==> config.mk <==
export PLATFORM = sky130hd
export DESIGN_NAME = dring_dma
export DESIGN_NICKNAME = d
export VERILOG_FILES = /design/src/rtl/dring_pkg.sv /design/src/rtl/dring_desc_loader.sv /design/src/rtl/dring_xfer_ctr.sv /design/src/rtl/dring_irq_latch.sv /design/src/rtl/dring_dma.sv
export SDC_FILE = /design/constraint.sdc
export NUM_CORES = 1
export LEC_CHECK = 0
export ABC_CLOCK_PERIOD_IN_PS = 2300
export BUFFER_PORTS_ARGS = -buffer_cell sky130_fd_sc_hd__buf_4
export CAP_MARGIN = 15
export CORE_MARGIN = 2
export CORE_UTILIZATION = 30
export DETAILED_ROUTE_END_ITERATION = 12
export PLACE_DENSITY_LB_ADDON = 0.08
export SYNTH_ARGS = -nofsm -noshare
export SYNTH_HDL_FRONTEND = slang
export SYNTH_SLANG_ARGS = --single-unit
==> constraint.sdc <==
create_clock -name clk -period 2.3 [get_ports clk]
set_input_delay 0 -clock clk [delete_from_list [all_inputs] [get_ports clk]]
set_output_delay 0 -clock clk [all_outputs]
set_load 0.01 [all_outputs]
==> src/rtl/dring_pkg.sv <==
package dring_pkg;
  localparam int WORD_W      = 32;
  localparam int DESC_WORDS  = 4;
  localparam int DESC_ALIGN  = 16;
  localparam int NP_IRQ_BIT  = 1;
  localparam int NP_DIR_BIT  = 2;
  localparam int BYTES_PER_W = WORD_W / 8;

  typedef enum logic [1:0] {
    ST_IDLE  = 2'd0,
    ST_FETCH = 2'd1,
    ST_XFER  = 2'd2,
    ST_HALT  = 2'd3
  } dring_state_e;

  typedef struct packed {
    logic [WORD_W-1:0] mem_start;
    logic [WORD_W-1:0] loc_addr;
    logic [WORD_W-1:0] nbytes;
    logic [WORD_W-1:0] next;
  } dring_desc_t;
endpackage

==> src/rtl/dring_desc_loader.sv <==
module dring_desc_loader
  import dring_pkg::*;
#(
  parameter int MAX_BYTES = 32'h10000
) (
  input  logic              clk,
  input  logic              rst_n,
  input  logic              go,
  input  logic              kill,
  input  logic [WORD_W-1:0] base,
  input  logic [WORD_W-1:0] rdata,
  output logic              rd_req,
  output logic [WORD_W-1:0] rd_addr,
  output logic              done,
  output logic [WORD_W-1:0] mem_start,
  output logic [WORD_W-1:0] loc_addr,
  output logic [WORD_W-1:0] nbytes,
  output logic [WORD_W-1:0] next_ptr,
  output logic              irq_flag,
  output logic              bad
);
  localparam int IW = $clog2(DESC_WORDS);
  localparam logic [WORD_W-1:0] ALIGN_MASK = ~(WORD_W'(DESC_ALIGN - 1));
  localparam logic [WORD_W-1:0] WORD_MASK  = ~(WORD_W'(BYTES_PER_W - 1));

  logic              active;
  logic              pend;
  logic [IW-1:0]     idx;
  logic [IW-1:0]     pend_idx;
  logic [WORD_W-1:0] ptr;
  dring_desc_t       d;
  logic [WORD_W-1:0] lim;

  always_ff @(posedge clk or negedge rst_n) begin
    if (!rst_n) begin
      active   <= 1'b0;
      pend     <= 1'b0;
      idx      <= '0;
      pend_idx <= '0;
      ptr      <= '0;
      done     <= 1'b0;
      d        <= '0;
    end else if (kill) begin
      active <= 1'b0;
      pend   <= 1'b0;
      done   <= 1'b0;
    end else begin
      done     <= pend && (pend_idx == IW'(DESC_WORDS - 1));
      pend     <= active;
      pend_idx <= idx;
      if (go) begin
        active <= 1'b1;
        ptr    <= base;
        idx    <= '0;
      end else if (active) begin
        idx <= idx + 1'b1;
        if (idx == IW'(DESC_WORDS - 1)) active <= 1'b0;
      end
      if (pend) begin
        if (pend_idx == IW'(0))      d.mem_start <= rdata;
        else if (pend_idx == IW'(1)) d.loc_addr  <= rdata;
        else if (pend_idx == IW'(2)) d.nbytes    <= rdata;
        else                         d.next      <= rdata;
      end
    end
  end

  always_comb begin
    rd_req    = active;
    rd_addr   = ptr + WORD_W'({idx, 2'b00});
    lim       = (d.nbytes > WORD_W'(MAX_BYTES)) ? WORD_W'(MAX_BYTES) : d.nbytes;
    nbytes    = lim & WORD_MASK;
    mem_start = d.mem_start;
    loc_addr  = d.loc_addr;
    next_ptr  = d.next & ALIGN_MASK;
    irq_flag  = d.next[NP_IRQ_BIT];
    bad       = (nbytes == '0) || !d.next[NP_DIR_BIT];
  end
endmodule

==> src/rtl/dring_xfer_ctr.sv <==
module dring_xfer_ctr
  import dring_pkg::*;
(
  input  logic              clk,
  input  logic              rst_n,
  input  logic              load,
  input  logic [WORD_W-1:0] addr_in,
  input  logic [WORD_W-1:0] nbytes_in,
  input  logic              step,
  output logic [WORD_W-1:0] cur_addr,
  output logic              last
);
  logic [WORD_W-1:0] remain;

  always_ff @(posedge clk or negedge rst_n) begin
    if (!rst_n) begin
      cur_addr <= '0;
      remain   <= '0;
    end else if (load) begin
      cur_addr <= addr_in;
      remain   <= nbytes_in;
    end else if (step) begin
      cur_addr <= cur_addr + WORD_W'(BYTES_PER_W);
      remain   <= remain - WORD_W'(BYTES_PER_W);
    end
  end

  assign last = (remain == WORD_W'(BYTES_PER_W));
endmodule

==> src/rtl/dring_irq_latch.sv <==
module dring_irq_latch (
  input  logic clk,
  input  logic rst_n,
  input  logic set,
  input  logic clr,
  output logic q
);
  always_ff @(posedge clk or negedge rst_n) begin
    if (!rst_n)   q <= 1'b0;
    else if (set) q <= 1'b1;
    else if (clr) q <= 1'b0;
  end
endmodule

==> src/rtl/dring_dma.sv <==
module dring_dma
  import dring_pkg::*;
#(
  parameter int MAX_BYTES = 32'h10000
) (
  input  logic              clk,
  input  logic              rst_n,
  input  logic              ctl_enable,
  input  logic              ctl_start,
  input  logic              ctl_abort,
  input  logic              ctl_irq_clr,
  input  logic [WORD_W-1:0] desc_base,
  input  logic              src_valid,
  input  logic [WORD_W-1:0] src_data,
  output logic              src_ready,
  output logic [WORD_W-1:0] src_addr,
  output logic              mem_req,
  output logic              mem_we,
  output logic [WORD_W-1:0] mem_addr,
  output logic [WORD_W-1:0] mem_wdata,
  input  logic [WORD_W-1:0] mem_rdata,
  output logic [WORD_W-1:0] cur_addr,
  output logic              busy,
  output logic              halted,
  output logic              link_done,
  output logic              irq
);
  localparam logic [WORD_W-1:0] ALIGN_MASK = ~(WORD_W'(DESC_ALIGN - 1));

  dring_state_e      state;
  logic              ld_go;
  logic [WORD_W-1:0] ld_base;
  logic              ld_rd_req;
  logic [WORD_W-1:0] ld_rd_addr;
  logic              ld_done;
  logic [WORD_W-1:0] ld_mem_start;
  logic [WORD_W-1:0] ld_nbytes;
  logic [WORD_W-1:0] ld_next;
  logic              ld_irq_flag;
  logic              ld_bad;
  logic              ctr_last;
  logic              fire;
  logic              link_end;
  logic              ctr_load;
  logic              link_done_q;

  dring_desc_loader #(.MAX_BYTES(MAX_BYTES)) u_loader (
    .clk      (clk),
    .rst_n    (rst_n),
    .go       (ld_go),
    .kill     (ctl_abort),
    .base     (ld_base),
    .rdata    (mem_rdata),
    .rd_req   (ld_rd_req),
    .rd_addr  (ld_rd_addr),
    .done     (ld_done),
    .mem_start(ld_mem_start),
    .loc_addr (src_addr),
    .nbytes   (ld_nbytes),
    .next_ptr (ld_next),
    .irq_flag (ld_irq_flag),
    .bad      (ld_bad)
  );

  dring_xfer_ctr u_ctr (
    .clk      (clk),
    .rst_n    (rst_n),
    .load     (ctr_load),
    .addr_in  (ld_mem_start),
    .nbytes_in(ld_nbytes),
    .step     (fire),
    .cur_addr (cur_addr),
    .last     (ctr_last)
  );

  dring_irq_latch u_irq (
    .clk  (clk),
    .rst_n(rst_n),
    .set  (link_end && ld_irq_flag),
    .clr  (ctl_irq_clr),
    .q    (irq)
  );

  always_comb begin
    src_ready = (state == ST_XFER) && ctl_enable;
    fire      = src_valid && src_ready;
    link_end  = fire && ctr_last;
    ctr_load  = (state == ST_FETCH) && ld_done && !ld_bad && !ctl_abort;
    ld_go     = !ctl_abort &&
                (((state == ST_IDLE) && ctl_start && ctl_enable) || link_end);
    ld_base   = (state == ST_IDLE) ? (desc_base & ALIGN_MASK) : ld_next;
    mem_req   = ld_rd_req || fire;
    mem_we    = fire;
    mem_addr  = fire ? cur_addr : ld_rd_addr;
    mem_wdata = src_data;
    busy      = (state != ST_IDLE);
    halted    = (state == ST_HALT);
    link_done = link_done_q;
  end

  always_ff @(posedge clk or negedge rst_n) begin
    if (!rst_n) begin
      state       <= ST_IDLE;
      link_done_q <= 1'b0;
    end else begin
      link_done_q <= link_end;
      if (ctl_abort) begin
        state <= ST_IDLE;
      end else begin
        case (state)
          ST_IDLE:  if (ld_go) state <= ST_FETCH;
          ST_FETCH: if (ld_done) state <= ld_bad ? ST_HALT : ST_XFER;
          ST_XFER:  if (link_end) state <= ST_FETCH;
          default:  state <= ST_HALT;
        endcase
      end
    end
  end
endmodule

==> results by group <==
Run status
  • Status: completed

Synth
  • Ys flop type: dfrtp_1
  • Post-synth EDFFs: 0
  • Syn_nets: 1128
  • Syn_area_per_cell: 10.89 um^2
  • Register bit total from synthesis: 227
  • Cell Area, Synth: 11110 um^2
  • Seq/Total Area, Yosys: 0.5111
  • Post-synth ARST share: 1.000
  • Post-Synthesis Cells: 1021
  • Count of cell types in the netlist: 63
  • Yosys warns: 0

Detailed routing
  • Via density: 4.703
  • Vias: 8220
  • DRC: 0
  • Initial DRC Count: 381
  • First-pass iteration count of the detailed router: 4
  • DRT antenna net count: 0
  • Avg WL per Cell: 19.36 um
  • Final wirelength: 33.84 mm

Setup path
  • Number of buffers and inverters on the critical path: 2
  • Stages on worst setup path: 7
  • CP max FO: 8
  • Setup CP Type: flip-flop to flip-flop
  • FF-to-FF Start: u_ctr.remain[27]
  • CP dominant cell by count: buf_12
  • Worst Path Arrival: 2700 ps
  • Startpoint types: flip-flop
  • CP Capture Type: flip-flop
  • WP data required: 2720 ps
  • Crit path launch: u_ctr.remain[27]
  • Slowest Stage Delay on Critical Path: 560 ps
  • Cell Chain, Critical Path: or4_4, nor4_4, nand4_4, a21oi_4, buf_12, buf_12, mux2_4
  • Worst reg2reg path depth: 7
  • Delay-heaviest family, CP: simple AND/OR/NAND/NOR gates
  • Slowest cell on the critical path: or4_4

Run
  • Max_cap viols: 0

Clock tree
  • Reg clk slew, reported paths: 60 ps
  • Clk_lat worst skew: 550 ps
  • CTS Buf Count: 29
  • H-tree depth: 1
  • Clock sinks: 227
  • CTS root buf: clkbuf_16
  • CTS tree: built
  • Largest buffer count on any clock path: 3

STA
  • Peak Freq: 437.8 MHz
  • Worst clock skew: 18.71 ps
  • Slew HR: 0.5248
  • RSZ-0062 raised after global routing: yes
  • Hold Fails Final Rpt: 0
  • Final min period: 2284 ps
  • Worst-Margin Slew: 710.2 ps
  • Setup ws final: 15.91 ps
  • Fin crit share: 0.9931
  • Fin. max-slew vios: 0
  • Final setup fails: 0
  • Hold_ws: 0.003635 ps

Hold path
  • Worst Hold Class: input port to primary output
  • Hold_sp: src_data[19]
  • Worst Hold Depth: 0

Finish
  • Non-filler cells, final: 1748
  • Most common cell after layout, fill and taps aside: buf_4
  • Nets@finish: 1366
  • P&R area growth vs syn: 32.50%
  • Multi-input logic area: 4728 um^2
  • FF/Latch Area: 5680 um^2
  • Most frequent cells in the layout: buf_4, dfrtp_1, nand2_1, mux2_2, dlygate4sd3_1
  • Fill cell count: 3599
  • Fin area: 14730 um^2
  • Layout cell share with drive strength beyond 1: 0.3756

Place
  • Placed instance count: 1628
  • Port buffer count: 169
  • DP Worst Slack: -34.52 ps
  • Placer Congestion: 0.8083
  • Placed Area: 13040 um^2
  • Hpwl dp: 24.37 mm

Global route
  • First-pass GRT wire length: 52.64 mm
  • Global-route usage over all layers: 0.1768
  • Initial antenna violation count: 2
  • GRT overflow: 0
  • Largest net degree at the start of global routing: 77
  • Number of global-route vias before repair: 8602

Floorplan
  • Die width: 196.5 um
  • Core area: 36520 um^2
  • Overall die height: 196.5 um
  • Die ar.: 38600 um^2
  • Initial cell density of the core: 0.3043
  • # IOs: 238
  • Site row count: 70

Pwr
  • Pwr Total: 0.01231 W
  • PD cells: 835.6 nW/um^2
  • Leak Pwr: 7.150 nW
  • Worst VDD drop: 0.6051 mV
[layout make-up]
| class | instances | area share |
|---|---|---|
| sequential | 227 | 0.3857 |
| multi-input combinational | 670 | 0.3211 |
| antenna | 2 | 0.0003398 |
| tap | 468 | 0.03976 |
| timing repair buffer | 320 | 0.1869 |
| inverter | 11 | 0.002804 |
| clock inverter | 9 | 0.006967 |
| clock buffer | 41 | 0.05641 |
[kinds of logic after synthesis]
family                     after synthesis  share of synthesized area
DFF                                    227                     0.5111
adders and majority gates                4                   0.004503
buffers and inverters                  124                    0.07070
and+or+nand+nor                        400                     0.1748
AOI/OAI and AO/OA                       80                    0.05100
xor gates and xnor gates                31                    0.02443
muxes                                  155                     0.1635
[what timing repair did]
item / 4_1_cts / 5_1_grt
hold endpoints to repair: 389 / 0
pin swaps: 0 / 1
gates resized for setup: 2 / 9
cloned: 1 / 0
buffers inserted: 2 / 1
setup endpoints to repair: 22 / 41
hold buffers: 64 / 0
[state kept, by name (all words and copies together), names as in the netlist, 2 cells and up]
name and cells:
state 2, u_ctr.cur_addr 32, u_ctr.remain 30, u_loader.d 33, u_loader.idx 2, u_loader.loc_addr 32
u_loader.mem_start 32, u_loader.next_ptr 28, u_loader.pend_idx 2, u_loader.ptr 28
[power breakdown]
part / switching (W) / total (W) / internal [W]
combinational: 0.000975 / 0.00244 / 0.00146
sequential: 0.000535 / 0.00543 / 0.00489
clock: 0.00173 / 0.00444 / 0.00271
[final timing paths]
kind | endpoint | slack, ps
max in group asynchronous | u_loader.ptr[20] | 1540
worst min register to register | u_ctr.cur_addr[0] | 460
worst max register to register | u_loader.ptr[29] | 20
worst min-delay path | mem_wdata[19] | 0.004
min in group asynchronous | u_loader.loc_addr[30] | 10
worst max-delay path | u_loader.ptr[29] | 20
[layer usage]
layer | routed length (um) | vias up | GRT usage | share of wire
li1 | - | 3955 | - | -
met1 | 17210 | 4066 | 0.2740 | 0.51
met2 | 14430 | 155 | 0.2621 | 0.43
met3 | 1554 | 44 | 0.01968 | 0.046
met4 | 650 | 0 | 0.04097 | 0.019
met5 | 0 | - | 0 | 0
[stage by stage]
step / TNS (ps) / util
2_1_floorplan: 0 / -
3_3_place_gp: -205.2 / 0.3569
3_5_place_dp: -559.9 / 0.3569
4_1_cts: -186.2 / 0.4016
5_1_grt: -1957 / 0.4031
6_report: 0 / 0.4032
[synthesized netlist by cell type, types with 6 or more instances]
cell | n | area (um^2)
xnor2_1 | 12 | 105.1
o21ai_0 | 23 | 115.1
o211ai_1 | 13 | 97.59
nand3_1 | 35 | 175.2
mux2_2 | 132 | 1486
and2_1 | 7 | 43.79
nor4_1 | 15 | 93.84
clkbuf_1 | 29 | 108.9
dfrtp_1 | 227 | 5680
nand2_1 | 222 | 833.3
buf_1 | 12 | 45.04
or3_1 | 10 | 62.56
buf_4 | 64 | 480.5
nor2_1 | 38 | 142.6
nor3_1 | 11 | 55.05
and3_1 | 6 | 37.54
xor2_1 | 19 | 166.4
inv_1 | 11 | 41.29
a21oi_1 | 9 | 45.04
mux2_4 | 20 | 300.3
nand4_1 | 14 | 87.58
a221o_1 | 7 | 70.07
Note: power is estimated with default switching activity, not from simulation.
